**src/rtl/xs_pkg.sv**
```systemverilog
package xs_pkg;

    typedef enum logic [2:0] {
        S_IDLE,
        S_PLAN,
        S_FETCH,
        S_GATHER,
        S_STORE,
        S_LOAD,
        S_EMIT,
        S_DONE
    } xs_state_e;

    localparam int NARROW_BYTES = 4;
    localparam int WIDE_BYTES   = 8;

endpackage

```
**src/rtl/xs_planner.sv**
```systemverilog
// Chooses the next word segment from the current byte address and remaining length.
module xs_planner #(
    parameter int AW     = 12,
    parameter int LW     = 12,
    parameter int BLK_LG = 10
) (
    input  logic [AW-1:0] cur_addr,
    input  logic [LW-1:0] remain,
    output logic [AW-1:0] word_addr,
    output logic [2:0]    first_lane,
    output logic [3:0]    nbytes,
    output logic          wide,
    output logic          partial
);
    localparam int SW = ((AW > LW) ? AW : LW) + 1;

    logic [SW-1:0] a_ext;
    logic [SW-1:0] end_ext;
    logic          crosses_block;
    logic [3:0]    head_room;

    assign a_ext         = SW'(cur_addr);
    assign end_ext       = a_ext + SW'(remain);
    assign crosses_block = |((a_ext ^ end_ext) >> BLK_LG);
    assign head_room     = 4'd4 - {2'b00, cur_addr[1:0]};

    always_comb begin
        word_addr  = {cur_addr[AW-1:2], 2'b00};
        first_lane = 3'd0;
        wide       = 1'b0;
        nbytes     = 4'd4;
        if (cur_addr[1:0] != 2'b00) begin
            first_lane = {1'b0, cur_addr[1:0]};
            nbytes     = (remain < LW'(head_room)) ? remain[3:0] : head_room;
        end else if (cur_addr[2] && crosses_block) begin
            nbytes = 4'd4;
        end else if (remain >= LW'(xs_pkg::WIDE_BYTES)) begin
            wide   = 1'b1;
            nbytes = 4'd8;
        end else if (remain >= LW'(xs_pkg::NARROW_BYTES)) begin
            nbytes = 4'd4;
        end else begin
            nbytes = remain[3:0];
        end
    end

    assign partial = !wide && (nbytes < 4'd4);

endmodule

```
**src/rtl/xs_lanes.sv**
```systemverilog
// Byte-lane select and merge over the 64-bit word buffer (little-endian lanes).
module xs_lanes #(
    parameter int LANES = 8
) (
    input  logic [8*LANES-1:0]       word,
    input  logic [$clog2(LANES)-1:0] lane,
    input  logic [7:0]               new_byte,
    output logic [7:0]               pick,
    output logic [8*LANES-1:0]       merged
);
    localparam int LSW = $clog2(LANES);

    for (genvar g = 0; g < LANES; g++) begin : g_lane
        assign merged[8*g +: 8] = (lane == LSW'(g)) ? new_byte : word[8*g +: 8];
    end

    always_comb begin
        pick = word[8*lane +: 8];
    end

endmodule

```
**src/rtl/xfer_splitter.sv**
```systemverilog
module xfer_splitter #(
    parameter int AW     = 12,
    parameter int LW     = 12,
    parameter int BLK_LG = 10
) (
    input  logic          clk,
    input  logic          rst_n,
    input  logic          req_valid,
    output logic          req_ready,
    input  logic          req_write,
    input  logic [AW-1:0] req_addr,
    input  logic [LW-1:0] req_len,
    input  logic          wr_valid,
    output logic          wr_ready,
    input  logic [7:0]    wr_data,
    output logic          rd_valid,
    output logic [7:0]    rd_data,
    output logic          done,
    output logic          done_err,
    output logic [LW-1:0] done_count,
    output logic          wp_req,
    output logic          wp_write,
    output logic          wp_wide,
    output logic [AW-1:0] wp_addr,
    output logic [63:0]   wp_wdata,
    input  logic          wp_ack,
    input  logic [63:0]   wp_rdata,
    input  logic          wp_err
);
    import xs_pkg::*;

    localparam int LANES = WIDE_BYTES;
    localparam int LSW   = $clog2(LANES);

    xs_state_e state_q, state_d;

    logic [AW-1:0]      cur_addr;
    logic [LW-1:0]      remain;
    logic [LW-1:0]      total;
    logic               is_wr;
    logic               fail;
    logic [AW-1:0]      seg_waddr;
    logic [LSW-1:0]     seg_lane0;
    logic [3:0]         seg_n;
    logic               seg_wide;
    logic [LSW-1:0]     idx;
    logic [8*LANES-1:0] wbuf;

    logic [AW-1:0]      pl_waddr;
    logic [2:0]         pl_lane0;
    logic [3:0]         pl_n;
    logic               pl_wide;
    logic               pl_partial;
    logic [LSW-1:0]     lane;
    logic [7:0]         lane_pick;
    logic [8*LANES-1:0] lane_merged;
    logic               last_byte;
    logic               final_seg;
    logic [63:0]        rdata_fit;

    xs_planner #(.AW(AW), .LW(LW), .BLK_LG(BLK_LG)) u_planner (
        .cur_addr   (cur_addr),
        .remain     (remain),
        .word_addr  (pl_waddr),
        .first_lane (pl_lane0),
        .nbytes     (pl_n),
        .wide       (pl_wide),
        .partial    (pl_partial)
    );

    assign lane = seg_lane0 + idx;

    xs_lanes #(.LANES(LANES)) u_lanes (
        .word     (wbuf),
        .lane     (lane),
        .new_byte (wr_data),
        .pick     (lane_pick),
        .merged   (lane_merged)
    );

    assign last_byte = ({1'b0, idx} == (seg_n - 4'd1));
    assign final_seg = (remain == LW'(seg_n));
    assign rdata_fit = seg_wide ? wp_rdata : {32'h0, wp_rdata[31:0]};

    // next-state selection
    always_comb begin
        state_d = state_q;
        unique case (state_q)
            S_IDLE:   if (req_valid) state_d = (req_len == '0) ? S_DONE : S_PLAN;
            S_PLAN:   state_d = is_wr ? (pl_partial ? S_FETCH : S_GATHER) : S_LOAD;
            S_FETCH:  if (wp_ack) state_d = wp_err ? S_DONE : S_GATHER;
            S_GATHER: if (wr_valid && last_byte) state_d = S_STORE;
            S_STORE:  if (wp_ack) state_d = (wp_err || final_seg) ? S_DONE : S_PLAN;
            S_LOAD:   if (wp_ack) state_d = wp_err ? S_DONE : S_EMIT;
            S_EMIT:   if (last_byte) state_d = final_seg ? S_DONE : S_PLAN;
            S_DONE:   state_d = S_IDLE;
            default:  state_d = S_IDLE;
        endcase
    end

    // state register and datapath
    always_ff @(posedge clk or negedge rst_n) begin
        if (!rst_n) begin
            state_q   <= S_IDLE;
            cur_addr  <= '0;
            remain    <= '0;
            total     <= '0;
            is_wr     <= 1'b0;
            fail      <= 1'b0;
            seg_waddr <= '0;
            seg_lane0 <= '0;
            seg_n     <= '0;
            seg_wide  <= 1'b0;
            idx       <= '0;
            wbuf      <= '0;
        end else begin
            state_q <= state_d;
            unique case (state_q)
                S_IDLE: begin
                    if (req_valid) begin
                        cur_addr <= req_addr;
                        remain   <= req_len;
                        total    <= req_len;
                        is_wr    <= req_write;
                        fail     <= 1'b0;
                    end
                end
                S_PLAN: begin
                    seg_waddr <= pl_waddr;
                    seg_lane0 <= LSW'(pl_lane0);
                    seg_n     <= pl_n;
                    seg_wide  <= pl_wide;
                    idx       <= '0;
                    wbuf      <= '0;
                end
                S_FETCH, S_LOAD: begin
                    if (wp_ack) begin
                        if (wp_err) fail <= 1'b1;
                        else        wbuf <= rdata_fit;
                    end
                end
                S_GATHER: begin
                    if (wr_valid) begin
                        wbuf <= lane_merged;
                        idx  <= idx + 1'b1;
                    end
                end
                S_STORE: begin
                    if (wp_ack) begin
                        if (wp_err) begin
                            fail <= 1'b1;
                        end else begin
                            cur_addr <= cur_addr + AW'(seg_n);
                            remain   <= remain - LW'(seg_n);
                        end
                    end
                end
                S_EMIT: begin
                    idx <= idx + 1'b1;
                    if (last_byte) begin
                        cur_addr <= cur_addr + AW'(seg_n);
                        remain   <= remain - LW'(seg_n);
                    end
                end
                S_DONE: ;
                default: ;
            endcase
        end
    end

    // outputs
    always_comb begin
        req_ready  = 1'b0;
        wr_ready   = 1'b0;
        rd_valid   = 1'b0;
        done       = 1'b0;
        wp_req     = 1'b0;
        wp_write   = 1'b0;
        unique case (state_q)
            S_IDLE:   req_ready = 1'b1;
            S_PLAN:   ;
            S_FETCH:  wp_req = 1'b1;
            S_GATHER: wr_ready = 1'b1;
            S_STORE:  begin wp_req = 1'b1; wp_write = 1'b1; end
            S_LOAD:   wp_req = 1'b1;
            S_EMIT:   rd_valid = 1'b1;
            S_DONE:   done = 1'b1;
            default:  ;
        endcase
        rd_data    = lane_pick;
        done_err   = done && fail;
        done_count = fail ? '0 : total;
        wp_wide    = seg_wide;
        wp_addr    = seg_waddr;
        wp_wdata   = wbuf;
    end

endmodule

```
**config.mk**
```make
export PLATFORM = sky130hd
export DESIGN_NAME = xfer_splitter
export DESIGN_NICKNAME = d
export VERILOG_FILES = /design/src/rtl/xs_pkg.sv /design/src/rtl/xs_planner.sv /design/src/rtl/xs_lanes.sv /design/src/rtl/xfer_splitter.sv
export SDC_FILE = /design/constraint.sdc
export NUM_CORES = 1
export LEC_CHECK = 0
export BUFFER_PORTS_ARGS = -buffer_cell sky130_fd_sc_hd__buf_2
export CORE_UTILIZATION = 34
export DETAILED_ROUTE_END_ITERATION = 16
export GPL_ROUTABILITY_DRIVEN = 0
export PLACE_DENSITY = 0.66
export SETUP_SLACK_MARGIN = 0.5
export SYNTH_ARGS = -nofsm -noshare
export SYNTH_HDL_FRONTEND = slang
export SYNTH_SLANG_ARGS = --single-unit
```
**constraint.sdc**
```tcl
create_clock -name clk -period 7 [get_ports clk]
set_clock_uncertainty 0.15 [all_clocks]
set_input_delay 2.1 -clock clk [delete_from_list [all_inputs] [get_ports clk]]
set_output_delay 2.1 -clock clk [all_outputs]
set_load 0.02 [all_outputs]
```
**Word level (Yosys, flattened, before mapping)**

Index checks and enable logic that the tools add are counted.

- Word-level logic and storage cells: 157
- Memory bits (read-only): 0
- Memories kept: 0
- Output and inout bits: 104
- Bits in latches: 0
- Bits in registers: 126
- RAM bits: 0

- $add $sub $neg: 7
- Multiply operators: 0
- Shifts and indexed selects: 1
- Reduce and logical (&&, ||, !) cells: 30
- $lt $le $gt $ge: 4
- Divide/modulo/power cells: 0
- Eq/ne operators: 36
- Muxes and demuxes: 59
- Bitwise operators: 1

Operators by type and width:

| kind | number |
|---|---|
| 2-to-1 mux 64 bit | 4 |
| one-hot mux 64 bit (3 select lines) | 1 |
| 2-to-1 mux 12 bit | 9 |
| one-hot mux 12 bit (3 select lines) | 2 |
| 2-to-1 mux 8 bit | 8 |
| variable part select 64 x 7 -> 8 bit | 1 |
| AND reduction 5 bit | 9 |
| 2-to-1 mux 3 bit | 12 |
| equality test 3 bit, second input constant | 8 |
| one-hot mux 3 bit (8 select lines) | 1 |
| 2-to-1 mux 4 bit | 5 |
| inequality test 2 x 1 -> 1 bit, second input constant | 10 |
| inequality test 2 bit, second input constant | 10 |
| 2-to-1 mux 1 bit | 14 |
| adder 12 x 12 -> 13 bit | 1 |
| XOR 12 x 13 -> 13 bit | 1 |
| adder 12 x 4 -> 12 bit | 1 |
| equality test 12 x 4 -> 1 bit | 1 |
| equality test 3 x 2 -> 1 bit, second input constant | 4 |
| greater-or-equal comparator 12 x 3 -> 1 bit, second input constant | 1 |
| greater-or-equal comparator 12 x 4 -> 1 bit, second input constant | 1 |
| logical NOT 12 bit | 1 |
| < comparator 12 x 4 -> 1 bit | 1 |
| subtractor 12 x 4 -> 12 bit | 1 |
| 21 further kinds | 31 |

**Longest topological paths before layout**

Gate-level depths: netlist of run 1.

- Depth after elaboration: 11
- Mapped depth: 12
- Depth with buffers taken out: 11

**Modules after synthesis**

From an unflattened synthesis of run 1, not the netlist that was laid out.

- Cells, all modules: 833
- Area total of the unflattened synthesis: 8971.1 um2

By module, submodules not included:

| module | cells each | area an instance (um2) | times used | sequential area each (um2) |
|---|---|---|---|---|
| xfer_splitter | 600 | 6865.3 | 1 | 3203.1 |
| xs_lanes | 144 | 1391.3 | 1 | 0.0 |
| xs_planner | 89 | 714.4 | 1 | 0.0 |

**Least setup slack after synthesis of run 1**

No wires, ideal clock.

- Path kind: reg-to-output
- Start point: register idx[0]
- End point: output port rd_data[0]
- Arrival time: 2.480 ns
- Setup slack: 2.270 ns
- Cell stages (with the launch flop): 7
- Buffers on the path: 1
- Required time: 4.750 ns
- Path through: dfrtp_1 ha_1 fa_1 xor2_1 buf_2 mux4_2 mux2_2

- Longest elaborated chain between the ends: 2

RTL lines:

| item | line | text |
|---|---|---|
| start, declared | xfer_splitter.sv:46 | `logic [LSW-1:0] idx;` |
| start signal, assigned | xfer_splitter.sv:145 | `idx <= idx + 1'b1;` |
| start signal, assigned | xfer_splitter.sv:159 | `idx <= idx + 1'b1;` |
| adder 3 bit | xfer_splitter.sv:71 | `assign lane = seg_lane0 + idx;` |
| variable part select 64 x 7 -> 8 bit | xs_lanes.sv:18 | `pick = word[8*lane +: 8];` |
| end, declared | xfer_splitter.sv:17 | `output logic [7:0] rd_data,` |

No other way between the ends.

**Final worst setup path of run 1**

- Start point: register idx[0]
- End point: output port rd_data[1]

Same word-level chain as after synthesis.

==> summary.md, run 1 <==
| Metric | Value |
|---|---|
| Worst-margin pin slew | 1130 ps |
| Reg2Reg Capture Point | wp_wdata[55] |
| # clock sinks | 125 |
| # Max-Cap Violations | 0 |
| Clock buffer depth | 2 |
| Req. time, crit path | 4750 ps |
| Post-CTS setup buffers | 0 |
| DIE AREA | 22100 um2 |
| CTS Buf Count | 17 |
| Antenna diode count | 0 |
| Gr ovfl total | 0 |
| I/O Buffers | 204 |
| Pin count of the biggest net entering global routing | 67 |
| Vias | 6815 |
| H-tree depth | 4 |
| Synth top area cells | dfrtp_1, a21oi_1, mux4_2 |
| Fin nets | 1115 |
| Peak VDD IR | 0.000287 V |
| Core area | 21000 um2 |
| HPWL after detailed placement | 17.9 mm |
| Io pins | 207 |
| Clock tree root driver cell | clkbuf_16 |
| Crit path cell chain | ha_1, fa_1, xor2_2, mux4_2, mux2_2, buf_2 |
| Iter 0 DRT Violations | 338 |
| Dpl cell area | 8490 um2 |
| Drt first pass iters | 5 |
| #FFs+latches synth | 125 |
| Drt wl/cell | 18.8 um |
| Buf/Inv on CP | 1 |
| Clock Pin Slew Worst Setup and Hold Paths | 60 ps |
| GRT met3 Usage | 5.12% |
| Vias in the first global route | 6460 |
| Max-slew headroom | 24.2% |
| Setup Crit Path Kind | reg2out |
| Synth Flop Type | dfrtp_1 |
| Reg2reg path depth | 7 |
| Status | completed |
| CP Capture Type | primary output |
| Pwr Density | 611 nW/um2 |
| Hold Buf Count CTS | 0 |
| Post-Syn Area | 7310 um2 |
| Worst stage delay on the critical path | 790 ps |
| Fmax | 181 MHz |
| Critical Path AT | 3260 ps |
| Area share of the largest cell type after synthesis | 42.8% |
| Post_cts resized | 0 |
| Remaining DRCs | 0 |
| Die width | 149 um |
| Initial Utilization | 34.8% |
| Worst Path Max Fanout | 19 |
| Cells on Worst Hold Path | 2 |
| Fill count | 2094 |
| Chip Height | 149 um |
| Gr usage total | 22.3% |
| Min-delay worst type | reg2reg |
| Final WL | 24.0 mm |
| Design area | 9050 um2 |
| Setup TNS | 0 ps |
| Initial antenna violation count | 1 |
| Routed Antenna Nets | 0 |
| Critical path depth in cells | 6 |
| Setup repair after global routing missed its margin | false |
| Endpoint, Worst Hold | wp_addr[10] |
| Fin. Hold Viols | 0 |
| Slowest cell on crit path | xor2_2 |
| Area growth syn-to-layout | 23.8% |
| Clk_lat worst skew | 420 ps |
| Origin of the worst min-delay path | wp_addr[10] |
| Syn. warnings | 0 |
| Layout cells sized above 1 | 29.3% |
| Critical Path Source Type | flip-flop |
| Fin crit share | 78.7% |
| Most Crowded Layer GR | met2 |
| Setup violators final | 0 |
| M2 GR Usage | 36.1% |
| Fin crit period | 5510 ps |
| Storage cell area | 3130 um2 |
| Async SR Flop Fraction | 100% |
| Post-Syn Instances | 811 |
| Post-synth EDFFs | 0 |
| Worst R2R Start | idx[0] |
| Via density per instance | 5.36 |
| Avg Synthesized Cell Area | 9.01 um2 |
| Crit path max-delay family | XOR/XNOR gates |
| Worst R2R Setup Slack | 3600 ps |
| First-pass GRT wire length | 37.1 mm |
| Pins Over Slew Limit | 0 |
| Netlist cell types | 64 |
| Pwr Total | 5530 uW |
| CTS tree | done |
| Met1 GRT Util | 28.0% |
| Area leader, netlist | dfrtp_1 |
| P_leak | 0.00424 uW |
| Multi-input logic area | 3870 um2 |
| Fin Hold WS | 316 ps |
| Post-synthesis sequential area ratio | 42.8% |
| Num rows | 53 |
[cell families after synthesis]
| family | share of synthesized area (%) |
|---|---|
| other | 0.0513 |
| buffers and inverters | 4.57 |
| and+or+nand+nor | 16.6 |
| AOI/OAI and AO/OA | 21.4 |
| muxes | 8.56 |
| xor gates and xnor gates | 0.941 |
| adders and majority gates | 5.10 |
| DFF | 42.8 |
[metal layers]
layer  share of wire, %  wire length, um
met5                  0                0
met4                3.7              896
met3                7.6             1830
met2                 48            11400
met1                 41             9790
[worst min-delay path, cell delays in order (launching register included)]
cell and delay [ps]:
dfrtp_1 330, nand2_1 50, nand2_1 50
[synth_stat cells (3+ instances only)]
cell       number
nand3_1         4
a22oi_1         7
a21oi_1       160
buf_1           3
o21ai_1         4
nor2b_1        22
xor2_1          5
clkbuf_1       38
mux4_2         16
inv_1          22
o22ai_1         8
and2_1          3
buf_2          12
a2bb2oi_1       8
o31ai_1         3
dfrtp_1       125
o21ai_0        43
or2_2           3
nand2_1        87
ha_1           25
mux2_2         20
mux2i_1         4
nand4_1         5
a21o_1          6
nand2b_1       11
nor2_1         89
o2bb2ai_1       3
fa_1            3
nor3_1         10
and3_1         13
a31oi_1         6
[how the worst max path moves through the flow]
stage | start | endpoint | slack [ps]
after global routing | idx[0] | rd_data[1] | 1400
after detailed placement | idx[0] | rd_data[1] | 1940
after CTS | idx[0] | rd_data[1] | 1470
after global placement | idx[0] | rd_data[1] | 2010
final | idx[0] | rd_data[1] | 1490
after floorplan | idx[0] | rd_data[0] | 2270
[cell usage in the layout (no fill, tap or decap), types with 3 or more instances in the layout]
| cell | netlist | layout |
|---|---|---|
| a21oi_1 | 160 | 160 |
| and3_1 | 13 | 13 |
| o21ai_0 | 43 | 43 |
| nor2b_1 | 22 | 21 |
| inv_1 | 22 | 22 |
| o2bb2ai_1 | 3 | 3 |
| xor2_1 | 5 | 4 |
| inv_6 | 0 | 5 |
| clkinvlp_4 | 0 | 4 |
| o31ai_1 | 3 | 3 |
| buf_2 | 12 | 203 |
| nand2_1 | 87 | 87 |
| a2bb2oi_1 | 8 | 8 |
| mux2_2 | 20 | 20 |
| a21o_1 | 6 | 6 |
| a31oi_1 | 6 | 6 |
| nand4_1 | 5 | 5 |
| nor2_1 | 89 | 89 |
| or2_2 | 3 | 3 |
| nor3_1 | 10 | 10 |
| fa_1 | 3 | 3 |
| ha_1 | 25 | 25 |
| o22ai_1 | 8 | 8 |
| clkbuf_16 | 0 | 17 |
| a22oi_1 | 7 | 7 |
| mux2i_1 | 4 | 4 |
| o21ai_1 | 4 | 3 |
| nand2b_1 | 11 | 11 |
| nand3_1 | 4 | 4 |
| and2_1 | 3 | 3 |
| mux4_2 | 16 | 16 |
| buf_4 | 2 | 7 |
| dfrtp_1 | 125 | 125 |
[where the power goes]
group          switching (uW)  internal [uW]
clock network             358            495
logic                    1830           1260
registers                 498           1090
[final cells by class]
type	count	share of cell area [%]
multi-input combinational	608	42.7
sequential	125	34.6
timing repair buffer	210	11.8
clock buffer	18	4.74
tap	275	3.80
clock inverter	14	1.48
inverter	22	0.912
[per-stage QoR]
stage | std cells | utilization (%) | worst slack [ps]
after detailed placement | 1240 | 40.4 | 1940
final | 1272 | 43.1 | 1490
after floorplan | 812 | - | 2270
after global routing | 1272 | 43.1 | 1400
after global placement | 1240 | 40.4 | 2010
after CTS | 1272 | 43.1 | 1470
[flip-flops by register name, indices dropped and copies added (netlist names), 2 cells and up]
signal,flops
total,12
idx,3
seg_lane0,2
wp_wdata,64
seg_n,4
state_q,3
remain,12
cur_addr,12
wp_addr,10
(Power assumes the default switching activity.)
==> inputs of run 2 (changes only) <==
--- a/config.mk
+++ b/config.mk
@@ -5,11 +5,12 @@
 export SDC_FILE = /design/constraint.sdc
 export NUM_CORES = 1
 export LEC_CHECK = 0
+export ABC_AREA = 1
 export BUFFER_PORTS_ARGS = -buffer_cell sky130_fd_sc_hd__buf_2
 export CORE_UTILIZATION = 34
 export DETAILED_ROUTE_END_ITERATION = 16
 export GPL_ROUTABILITY_DRIVEN = 0
-export PLACE_DENSITY = 0.66
+export PLACE_DENSITY = 0.68
 export SETUP_SLACK_MARGIN = 0.5
 export SYNTH_ARGS = -nofsm -noshare
 export SYNTH_HDL_FRONTEND = slang
==> constraint.sdc (replaced) <==
create_clock -name clk -period 4.8 [get_ports clk]
set_clock_uncertainty 0.15 [all_clocks]
set_input_delay 1.44 -clock clk [delete_from_list [all_inputs] [get_ports clk]]
set_output_delay 1.44 -clock clk [all_outputs]
set_load 0.02 [all_outputs]
==> summary.md, run 2 <==
| Metric | Value |
|---|---|
| Status | completed |
| Clk_lat worst skew | 420 ps (about the same) |
| Layout cells sized above 1 | 23.1% (-6.2 points) |
| Top-count cell post-synth | nand2_1 |
| Worst stage delay on the critical path | 590 ps (-200 ps) |
| HPWL after detailed placement | 19.0 mm (+6.1%) |
| Setup repair after global routing missed its margin | false |
| Crit path cell chain | ha_1, fa_2, nor2_1, buf_4, a221oi_1, o21ai_1, buf_2 |
| Max-slew headroom | 41.2% (+17 points) |
| Finished Layout Cells | 1483 (+17%) |
| Remaining DRCs | 0 (unchanged) |
| CP Capture Type | primary output |
| Critical Path Source Type | flip-flop |
| Iter 0 DRT Violations | 550 (+63%) |
| Most frequent cells in the layout | nand2_1, buf_2, dfrtp_1 |
| Combinational power share | 59.8% (+4.0 points) |
| # Max-Cap Violations | 0 (unchanged) |
| Via density per instance | 5.29 (-1.2%) |
| CTS Buf Count | 17 (unchanged) |
| Clock Pin Slew Worst Setup and Hold Paths | 60 ps (about the same) |
| Multi-input logic area | 3920 um2 (+1.3%) |
| Most common cell after layout, fill and taps aside | nand2_1 |
| Routed Antenna Nets | 0 (unchanged) |
| P_leak | 0.00468 uW (+11%) |
| #FFs+latches synth | 125 (unchanged) |
| CTS tree | done |
| Setup TNS | 0 ps (unchanged) |
| Chip Height | 152 um (+2.1%) |
| Fin crit share | 87.0% |
| Netlist cell types | 44 (-31%) |
| Req. time, crit path | 3210 ps (-1540 ps) |
| Post-CTS setup buffers | 0 (unchanged) |
| Drt wl/cell | 17.0 um (-10%) |
| Vias in the first global route | 7298 (+13%) |
| H-tree depth | 4 (unchanged) |
| Pwr Density | 886 nW/um2 (+45%) |
| Met2 wire length | 11.8 mm (+2.8%) |
| Avg Synthesized Cell Area | 7.64 um2 (-15%) |
| Synth top area cells | dfrtp_1, nand2_1, o21ai_0 |
| Syn. warnings | 0 (unchanged) |
| Storage cell area | 3130 um2 (unchanged) |
| DIE AREA | 23000 um2 (+4.3%) |
| Switch share | 51.9% (+3.3 points) |
| First-pass GRT wire length | 40.1 mm (+8.1%) |
| Final WS setup | 624 ps (-865 ps) |
| Vias | 7849 (+15%) |
| Fill count | 2254 (+7.6%) |
| Min-delay worst type | reg2reg |
| Area share of the largest cell type after synthesis | 41.0% (-1.8 points) |
| Post-synth top cells | nand2_1, dfrtp_1, inv_1 |
| Worst-margin pin slew | 883 ps (-251 ps) |
| Setup violators final | 0 (unchanged) |
| Hold Buf Count CTS | 0 (unchanged) |
| Setup Crit Path Kind | reg2out |
| Post-Place Setup Slack | 651 ps (-1290 ps) |
| Peak VDD IR | 0.000382 V (+33%) |
| Worst Path Max Fanout | 18 (-1) |
| Post-Syn Area | 7630 um2 (+4.4%) |
| Clock tree root driver cell | clkbuf_16 |
| Post-synth EDFFs | 0 (unchanged) |
| Metal3 WL | 2.11 mm (+15%) |
| Flop pwr share | 25.3% (-3.4 points) |
| Gr usage total | 22.1% (-0.24 points) |
| Top routing layer in use | met5 |
| Async SR Flop Fraction | 100% (unchanged) |
| Initial Utilization | 34.9% (+0.076 points) |
| Post-Syn Instances | 999 (+23%) |
| Area leader, netlist | dfrtp_1 |
| Core area | 21900 um2 (+4.1%) |
| Die width | 152 um (+2.1%) |
| Fmax | 239 MHz |
| WL met1 | 10.3 mm (+5.2%) |
| Design area | 9470 um2 (+4.6%) |
| Slowest cell on crit path | fa_2 |
| Io pins | 207 (unchanged) |
| Final WL | 25.1 mm (+4.9%) |
| Pin count of the biggest net entering global routing | 66 (-1.5%) |
| Clock buffer depth | 2 (unchanged) |
| Initial antenna violation count | 2 (+1) |
| Largest register FFs | 64 (unchanged) |
| Inst Count DP | 1451 (+17%) |
| Clock group share of total power | 14.9% (-0.5 points) |
| Fin crit period | 4180 ps |
| I/O Buffers | 204 (unchanged) |
| Fin util | 43.3% (+0.20 points) |
| Fin. Hold Viols | 0 (unchanged) |
| Synth Flop Type | dfrtp_1 |
| Sw Pwr | 4350 uW (+62%) |
| # clock sinks | 125 (unchanged) |
| Area growth syn-to-layout | 24.1% |
| Gr ovfl total | 0 (unchanged) |
| Num rows | 54 (+1.9%) |
| Pins Over Slew Limit | 0 (unchanged) |
| P_int | 4040 uW (+42%) |
| Critical Path AT | 2590 ps (-670 ps) |
| Fin nets | 1321 (+18%) |
| Drt first pass iters | 5 (unchanged) |
| Post-synthesis sequential area ratio | 41.0% (-1.8 points) |
| Dpl cell area | 8880 um2 (+4.6%) |
-- run 2: cell type report --
class	instances	area share [%]
flip-flops and latches	125	33.0
repair buffers	212	11.6
clock buffers	17	4.49
inverters	108	4.32
well taps	280	3.70
clock inverters	14	1.44
multi-input cells	726	41.4
diodes	1	0.0264
-- run 2: through the flow --
step	total power, uW	hold slack, ps
after floorplan	5670	303
after CTS	8350	327
after detailed placement	7060	315
after global routing	9090	366
final	8390	321
after global placement	6950	303
-- run 2: critical path, delay by kind of cell (launching register included) --
kind	cells	cell delay, ps
flops	1	430
compound gates	2	480
fa+ha+maj	2	810
simple gates	1	60
buf+inv	2	380
-- run 2: power groups by stage --
stage	Sequential, uW	Combinational [uW]	Clock (uW)
global route	2170	5600	1310
finish	2120	5020	1250
global placement	2120	4830	0
detailed placement	2120	4940	0
floorplan	2250	3420	0
CTS	2110	4970	1270
-- run 2: kinds of logic after synthesis --
family / after synthesis / share of synthesized area [%]
simple gates: 425 / 23.3
buf+inv: 149 / 7.95
fa+ha+maj: 28 / 4.89
other cells: 1 / 0.0491
xor+xnor: 10 / 1.15
flops: 125 / 41.0
compound gates: 261 / 21.7
-- run 2: worst paths after layout --
check,start,to,slack (ps),cells past startpoint
max reg2reg,state_q[1],wp_wdata[33],1490,11
min,wp_addr[3],wp_addr[3],320,2
min in group asynchronous,rst_n,wp_wdata[5],960,1
min reg2reg,wp_addr[3],wp_addr[3],320,2
max,idx[0],rd_data[0],620,7
max in group asynchronous,rst_n,remain[7],2510,3
-- run 2: timing repair --
item                                    in CTS  in global routing
endpoints found under the setup margin       8                  8
cloned                                       0                  0
resized for setup                            4                  7
-- run 2: metal layers --
| metal | vias to the layer above | global-route usage, % |
|---|---|---|
| li1 | 3736 | - |
| met1 | 3638 | 28.0 |
| met2 | 412 | 35.4 |
| met3 | 61 | 4.88 |
| met4 | 2 | 10.8 |
| met5 | - | 0 |
